$ cat config.mk
export PLATFORM = sky130hd
export DESIGN_NAME = adaptive_mode_ctl
export DESIGN_NICKNAME = d
export VERILOG_FILES = /design/src/rtl/mode_ctl_pkg.sv /design/src/rtl/fault_window.sv /design/src/rtl/mode_decider.sv /design/src/rtl/region_planner.sv /design/src/rtl/adaptive_mode_ctl.sv
export SDC_FILE = /design/constraint.sdc
export NUM_CORES = 1
export LEC_CHECK = 0
export BUFFER_PORTS_ARGS = -buffer_cell sky130_fd_sc_hd__buf_2
export CAP_MARGIN = 40
export CORE_ASPECT_RATIO = 1.1
export CORE_MARGIN = 3
export CORE_UTILIZATION = 35
export CTS_BUF_LIST = sky130_fd_sc_hd__clkbuf_8
export CTS_CLUSTER_DIAMETER = 50
export CTS_CLUSTER_SIZE = 30
export DETAILED_ROUTE_END_ITERATION = 10
export GPL_ROUTABILITY_DRIVEN = 1
export PLACE_DENSITY_LB_ADDON = 0.08
export SYNTH_ARGS = -nofsm -noshare
export SYNTH_HDL_FRONTEND = slang
export SYNTH_HIERARCHICAL = 1
export SYNTH_SLANG_ARGS = --single-unit
$ cat constraint.sdc
create_clock -name clk -period 5.2 [get_ports clk]
set_input_delay 0.26 -clock clk [delete_from_list [all_inputs] [get_ports clk]]
set_output_delay 0.26 -clock clk [all_outputs]
set_load 0.05 [all_outputs]
$ cat src/rtl/mode_ctl_pkg.sv
package mode_ctl_pkg;

    typedef enum logic [1:0] {
        MODE_SIMPLEX = 2'd0,
        MODE_DUPLEX  = 2'd1,
        MODE_TRIPLEX = 2'd2
    } rmode_e;

    typedef enum logic [1:0] {
        ST_STABLE  = 2'd0,
        ST_LOADING = 2'd1,
        ST_RESYNC  = 2'd2
    } seq_state_e;

    // number of lockstep processor copies a mode occupies
    function automatic logic [2:0] cpu_count(input rmode_e m);
        return 3'(m) + 3'd1;
    endfunction

endpackage

$ cat src/rtl/fault_window.sv
module fault_window
    import mode_ctl_pkg::*;
#(
    parameter int WIN = 64,
    parameter int CW  = 8
) (
    input  logic          clk,
    input  logic          rst_n,
    input  logic          fault_evt,
    input  logic [CW-1:0] thr_lo,
    input  logic [CW-1:0] thr_hi,
    output logic          win_end,
    output rmode_e        win_level,
    output rmode_e        last_level
);
    localparam int TW = (WIN > 1) ? $clog2(WIN) : 1;
    localparam logic [TW-1:0] LAST_TICK = TW'(WIN - 1);

    logic [TW-1:0] tick_q;
    logic [CW-1:0] cnt_q;
    logic [CW-1:0] total;
    logic [CW-1:0] lo_eff;
    rmode_e        level_q;

    assign win_end = (tick_q == LAST_TICK);

    always_comb begin
        total = cnt_q;
        if (fault_evt && !(&cnt_q)) begin
            total = cnt_q + 1'b1;
        end
    end

    // swapped thresholds collapse the duplex band
    assign lo_eff = (thr_lo > thr_hi) ? thr_hi : thr_lo;

    always_comb begin
        if (total < lo_eff) begin
            win_level = MODE_SIMPLEX;
        end else if (total < thr_hi) begin
            win_level = MODE_DUPLEX;
        end else begin
            win_level = MODE_TRIPLEX;
        end
    end

    always_ff @(posedge clk or negedge rst_n) begin
        if (!rst_n) begin
            tick_q  <= '0;
            cnt_q   <= '0;
            level_q <= MODE_SIMPLEX;
        end else begin
            if (win_end) begin
                tick_q  <= '0;
                cnt_q   <= '0;
                level_q <= win_level;
            end else begin
                tick_q  <= tick_q + 1'b1;
                cnt_q   <= total;
            end
        end
    end

    assign last_level = level_q;

endmodule

$ cat src/rtl/mode_decider.sv
module mode_decider
    import mode_ctl_pkg::*;
#(
    parameter int DW = 16
) (
    input  logic          clk,
    input  logic          rst_n,
    input  logic          win_end,
    input  rmode_e        win_level,
    input  rmode_e        last_level,
    input  logic          force_valid,
    input  logic [1:0]    force_mode,
    input  logic [DW-1:0] force_ticks,
    output rmode_e        want
);
    localparam logic [DW-1:0] ONE_TICK = DW'(1);

    rmode_e        want_q, want_d;
    logic          pend_q, pend_d;
    logic          forced_q, forced_d;
    logic [DW-1:0] left_q, left_d;
    rmode_e        req_mode;

    assign req_mode = (force_mode == 2'd3) ? MODE_TRIPLEX : rmode_e'(force_mode);

    always_comb begin
        want_d   = want_q;
        pend_d   = pend_q;
        forced_d = forced_q;
        left_d   = left_q;
        if (force_valid && (force_ticks != '0)) begin
            forced_d = 1'b1;
            left_d   = force_ticks;
            want_d   = req_mode;
            pend_d   = 1'b0;
        end else if (forced_q) begin
            if (left_q == ONE_TICK) begin
                forced_d = 1'b0;
                left_d   = '0;
                want_d   = win_end ? win_level : last_level;
                pend_d   = 1'b0;
            end else begin
                left_d = left_q - 1'b1;
            end
        end else if (win_end) begin
            if (win_level > want_q) begin
                want_d = win_level;
                pend_d = 1'b0;
            end else if (win_level < want_q) begin
                if (pend_q) begin
                    want_d = win_level;
                    pend_d = 1'b0;
                end else begin
                    pend_d = 1'b1;
                end
            end else begin
                pend_d = 1'b0;
            end
        end
    end

    always_ff @(posedge clk or negedge rst_n) begin
        if (!rst_n) begin
            want_q   <= MODE_SIMPLEX;
            pend_q   <= 1'b0;
            forced_q <= 1'b0;
            left_q   <= '0;
        end else begin
            want_q   <= want_d;
            pend_q   <= pend_d;
            forced_q <= forced_d;
            left_q   <= left_d;
        end
    end

    assign want = want_q;

endmodule

$ cat src/rtl/region_planner.sv
module region_planner
    import mode_ctl_pkg::*;
#(
    parameter int NREG = 4
) (
    input  rmode_e            from_mode,
    input  rmode_e            to_mode,
    output logic [NREG-1:0]   mask,
    output logic              grows
);
    logic [2:0] n_from, n_to, lo, hi;

    always_comb begin
        n_from = cpu_count(from_mode);
        n_to   = cpu_count(to_mode);
        lo     = (n_from < n_to) ? n_from : n_to;
        hi     = (n_from < n_to) ? n_to : n_from;
        grows  = (n_to > n_from);
    end

    // region i carries a processor copy while i < processor count
    for (genvar i = 0; i < NREG; i++) begin : g_region
        assign mask[i] = (i >= int'(lo)) && (i < int'(hi));
    end

endmodule

$ cat src/rtl/adaptive_mode_ctl.sv
module adaptive_mode_ctl
    import mode_ctl_pkg::*;
#(
    parameter int NREG = 4,
    parameter int CW   = 8,
    parameter int WIN  = 64,
    parameter int DW   = 16
) (
    input  logic            clk,
    input  logic            rst_n,
    input  logic            fault_evt,
    input  logic [CW-1:0]   thr_lo,
    input  logic [CW-1:0]   thr_hi,
    input  logic            force_valid,
    input  logic [1:0]      force_mode,
    input  logic [DW-1:0]   force_ticks,
    input  logic [NREG-1:0] region_done,
    output logic [1:0]      mode_o,
    output logic [NREG-1:0] region_load,
    output logic            array_reset
);
    logic            win_end;
    rmode_e          win_level, last_level, want;
    logic [NREG-1:0] plan_mask;
    logic            plan_grows;

    seq_state_e      state_q, state_d;
    rmode_e          cur_q, cur_d, nxt_q, nxt_d;
    logic [NREG-1:0] pend_q, pend_d;
    logic            grow_q, grow_d;
    logic [NREG-1:0] remain;

    fault_window #(.WIN(WIN), .CW(CW)) u_window (
        .clk        (clk),
        .rst_n      (rst_n),
        .fault_evt  (fault_evt),
        .thr_lo     (thr_lo),
        .thr_hi     (thr_hi),
        .win_end    (win_end),
        .win_level  (win_level),
        .last_level (last_level)
    );

    mode_decider #(.DW(DW)) u_decider (
        .clk         (clk),
        .rst_n       (rst_n),
        .win_end     (win_end),
        .win_level   (win_level),
        .last_level  (last_level),
        .force_valid (force_valid),
        .force_mode  (force_mode),
        .force_ticks (force_ticks),
        .want        (want)
    );

    region_planner #(.NREG(NREG)) u_planner (
        .from_mode (cur_q),
        .to_mode   (want),
        .mask      (plan_mask),
        .grows     (plan_grows)
    );

    assign remain = pend_q & ~region_done;

    always_comb begin
        state_d = state_q;
        cur_d   = cur_q;
        nxt_d   = nxt_q;
        pend_d  = pend_q;
        grow_d  = grow_q;
        unique case (state_q)
            ST_STABLE: begin
                if (want != cur_q) begin
                    state_d = ST_LOADING;
                    nxt_d   = want;
                    pend_d  = plan_mask;
                    grow_d  = plan_grows;
                end
            end
            ST_LOADING: begin
                pend_d = remain;
                if (remain == '0) begin
                    cur_d   = nxt_q;
                    state_d = grow_q ? ST_RESYNC : ST_STABLE;
                end
            end
            ST_RESYNC: begin
                state_d = ST_STABLE;
            end
            default: begin
                state_d = ST_STABLE;
            end
        endcase
    end

    always_ff @(posedge clk or negedge rst_n) begin
        if (!rst_n) begin
            state_q <= ST_STABLE;
            cur_q   <= MODE_SIMPLEX;
            nxt_q   <= MODE_SIMPLEX;
            pend_q  <= '0;
            grow_q  <= 1'b0;
        end else begin
            state_q <= state_d;
            cur_q   <= cur_d;
            nxt_q   <= nxt_d;
            pend_q  <= pend_d;
            grow_q  <= grow_d;
        end
    end

    always_comb begin
        mode_o      = 2'(cur_q);
        region_load = (state_q == ST_LOADING) ? pend_q : '0;
        array_reset = (state_q == ST_RESYNC);
    end

endmodule

==> results by group <==
Status
  – Outcome: complete, no violations

Finish
  – Commonest non-fill, non-tap cell in the layout: buf_2
  – Final Cell Area: 4050 um^2
  – Cell Count, Final, Fillers Out: approximately 560
  – Nets: between 500 and 600
  – Synth-to-layout area growth: 12.9%
  – Most frequent cells in the layout: buf_2, dfrtp_1, nor2_1
  – Layout cells sized above 1: 0.200
  – Number of fillers in the final layout: 1,019
  – # diodes: 0

Power and ir drop
  – Internal cell power: about 910 uW
  – Power per cell area: roughly 380 nW/um^2
  – Switching power: approximately 620 uW
  – Clock share of power: 0.186
  – Tot Pwr: around 1500 uW
  – Flop pwr share: 0.341
  – Comb pwr share: 0.473
  – Maximum VDD drop: about 0.21 mV
  – Leakage power: between 0.0015 and 0.002 uW
  – Switching Share: 0.403

Critical path
  – Setup crit start kind: register
  – Critical path class: reg -> reg
  – Crit Path Max Fanout: 6
  – Arr. time, crit path: between 4000 and 5000 ps
  – Critical Path End Type: register
  – Worst path required time: 5390 ps

Clock tree
  – Post-CTS Hold Buffers: 0
  – CTS tree: done
  – Max Root-Sink Buffers: 2
  – Post-CTS Setup Inserts: 0
  – Root Buffer: clkbuf_8
  – Clk slew on worst S/H paths: around 100 ps
  – Post-CTS sizing: 0
  – Sinks on the clock net: 47
  – Inserted Clock Buffers: 5
  – Worst skew pair latency: 310 ps
  – H-tree levels: 2

Routing
  – DRC Markers: 0
  – Drt total wl: between 8 and 9 mm
  – Post-DRT Antenna Nets: 0
  – Drt pass-1 iters: 4
  – DR vias/cell: ~5.3
  – Via count: between 2,000 and 3,000
  – DR WL/cell: between 10 and 15 um
  – Initial drt markers: approximately 140

Synth
  – Synth top area cells: dfrtp_1, ha_1, a21oi_1
  – Syn avg cell area: 9.11 um^2
  – Netlist cell types: 68
  – Synth Cell Area: roughly 3600 um^2
  – Yosys top cell by area: dfrtp_1
  – Yosys warnings: 6
  – Post-Syn Nets: 469
  – Register area share after synthesis: 0.328
  – Synthesized instance count: between 300 and 400
  – Ys flop type: dfrtp_1
  – EDFF count, synth: 0
  – Number of synthesized register bits: 47
  – Share of the synthesized area in the top cell type: 0.328
  – Async S/R FF share, synth: 1.00

Timing
  – Final hold violations: 0
  – Worst Max-Slew Pin Slew: between 600 and 700 ps
  – RSZ-0062 raised after global routing: no
  – Rel. slew slack: 0.542
  – Final worst-path cycle share: 0.839
  – Setup violations, final: 0
  – Final TNS setup: 0 ps
  – Clock skew: around 14 ps
  – Tmin final: 4360 ps
  – Achievable Freq: 0.229 GHz
  – Slew Viols, Final: 0

Place
  – IO Port Bufs: 48
  – GPL Wtd Cong: roughly 0.80
  – DP HPWL: around 6.3 mm
  – Cell Area, Placed: 3940 um^2
  – DP Cell Count: ~550

GRT
  – Largest net degree at the start of global routing: 48
  – GRT Overall Usage: 0.151
  – Initial antenna violation count: 0
  – Overflow after GRT: 0
  – Vias in the first global route: 2,955
  – First-pass GRT wire length: 14.1 mm

Floorplan
  – Row Count: 38
  – Core Box Area: around 10000 um^2
  – Height of the chip: 112 um
  – Chip width: about 100 um
  – Ports: roughly 50
  – Initial Util: 0.361
  – Die Footprint: 11,500 um^2

Hold path
  – HP Class: in -> async

Job
  – Max_cap viols: 0
metal layers:
metal  track usage  share of wire  up-vias
met2         0.252           0.49       51
met1         0.207           0.47     1413
met4        0.0297         0.0063        0
met3        0.0236          0.031        4
met5             0              0        -
li1              -              -     1526
cells in the mapped netlist (all sizes together), types with 2 or more instances:
cell type	number
a22oi	7
nor2	42
mux2	13
a31oi	8
mux2i	14
nor4b	3
nand3b	4
a211o	5
ha	33
and4	2
o21ai	12
nor3b	2
xnor2	6
nand2b	3
o22ai	2
xor2	7
buf	6
a21o	3
nand4	9
nor4	7
and3	3
dfrtp	47
o211ai	3
or2	2
o21a	3
clkbuf	5
nor2b	8
nand2	16
nand3	16
and2	18
a21oi	39
inv	26
nor3	4
a211oi	3
area by class of cell:
cell class | instances | area, um^2 | area share
inverter | 26 | 97.6 | 0.0241
clock buffer | 5 | 68.8 | 0.0170
clock inverter | 3 | 46.3 | 0.0114
multi-input combinational | 310 | 2260 | 0.557
timing repair buffer | 50 | 255 | 0.0630
tap | 120 | 150 | 0.0370
sequential | 47 | 1180 | 0.290
worst paths after layout:
path,slack [ps],to,startpoint,cells after the start
max reg2reg,840,u_decider/want[1],u_window/cnt_q[0],17
max,840,u_decider/want[1],u_window/cnt_q[0],17
min,50,u_decider/left_q[6],rst_n,2
min reg2reg,490,state_q[1],grow_q,1
max in group asynchronous,4720,u_decider/want[1],rst_n,2
min in group clk,120,pend_q[2],region_done[2],2
stage by stage:
stage | setup slack, ps | hold WS (ps) | utilization
global route | 450 | 95.3 | 0.408
floorplan | 1160 | -35.6 | -
finish | 839 | 54.3 | 0.408
detailed placement | 591 | 422 | 0.396
global placement | 720 | 424 | 0.396
CTS | 790 | 86.1 | 0.408
power by group through the flow:
stage / Sequential (uW) / Combinational (uW) / Clock [uW]
finish: 522 / 725 / 285
global route: 538 / 816 / 311
CTS: 523 / 738 / 300
global placement: 528 / 723 / 0
detailed placement: 530 / 736 / 0
floorplan: 534 / 578 / 0
cells by family after synthesis:
group                    synth area share
AO/OA/AOI/OAI                       0.170
XOR/XNOR                           0.0317
adder cells (fa/ha/maj)             0.115
buffers and inverters              0.0429
flip-flops                          0.328
multiplexers                       0.0819
AND/OR/NAND/NOR                     0.231
state kept, by name, indices dropped and copies added, names as in the netlist:
name,count
u_decider/want,2
u_decider/left_q,16
mode_o,2
u_window/tick_q,6
u_window/last_level,2
u_window/cnt_q,8
u_decider/pend_q,1
u_decider/forced_q,1
nxt_q,2
state_q,2
grow_q,1
pend_q,4
critical path, cell delays in order (launching register included):
cell and delay, ps:
dfrtp_1 440, ha_1 240, nand3_1 80, o21a_2 210
nand4_1 180, nor3_1 210, xor2_1 320, ha_1 310
a21o_1 180, a21o_2 200, a221o_1 310, a21oi_2 200
a31oi_2 80, ha_1 320, a211o_1 270, a32oi_1 310
mux2i_1 120, mux2_2 270
(Power assumes the default switching activity.)
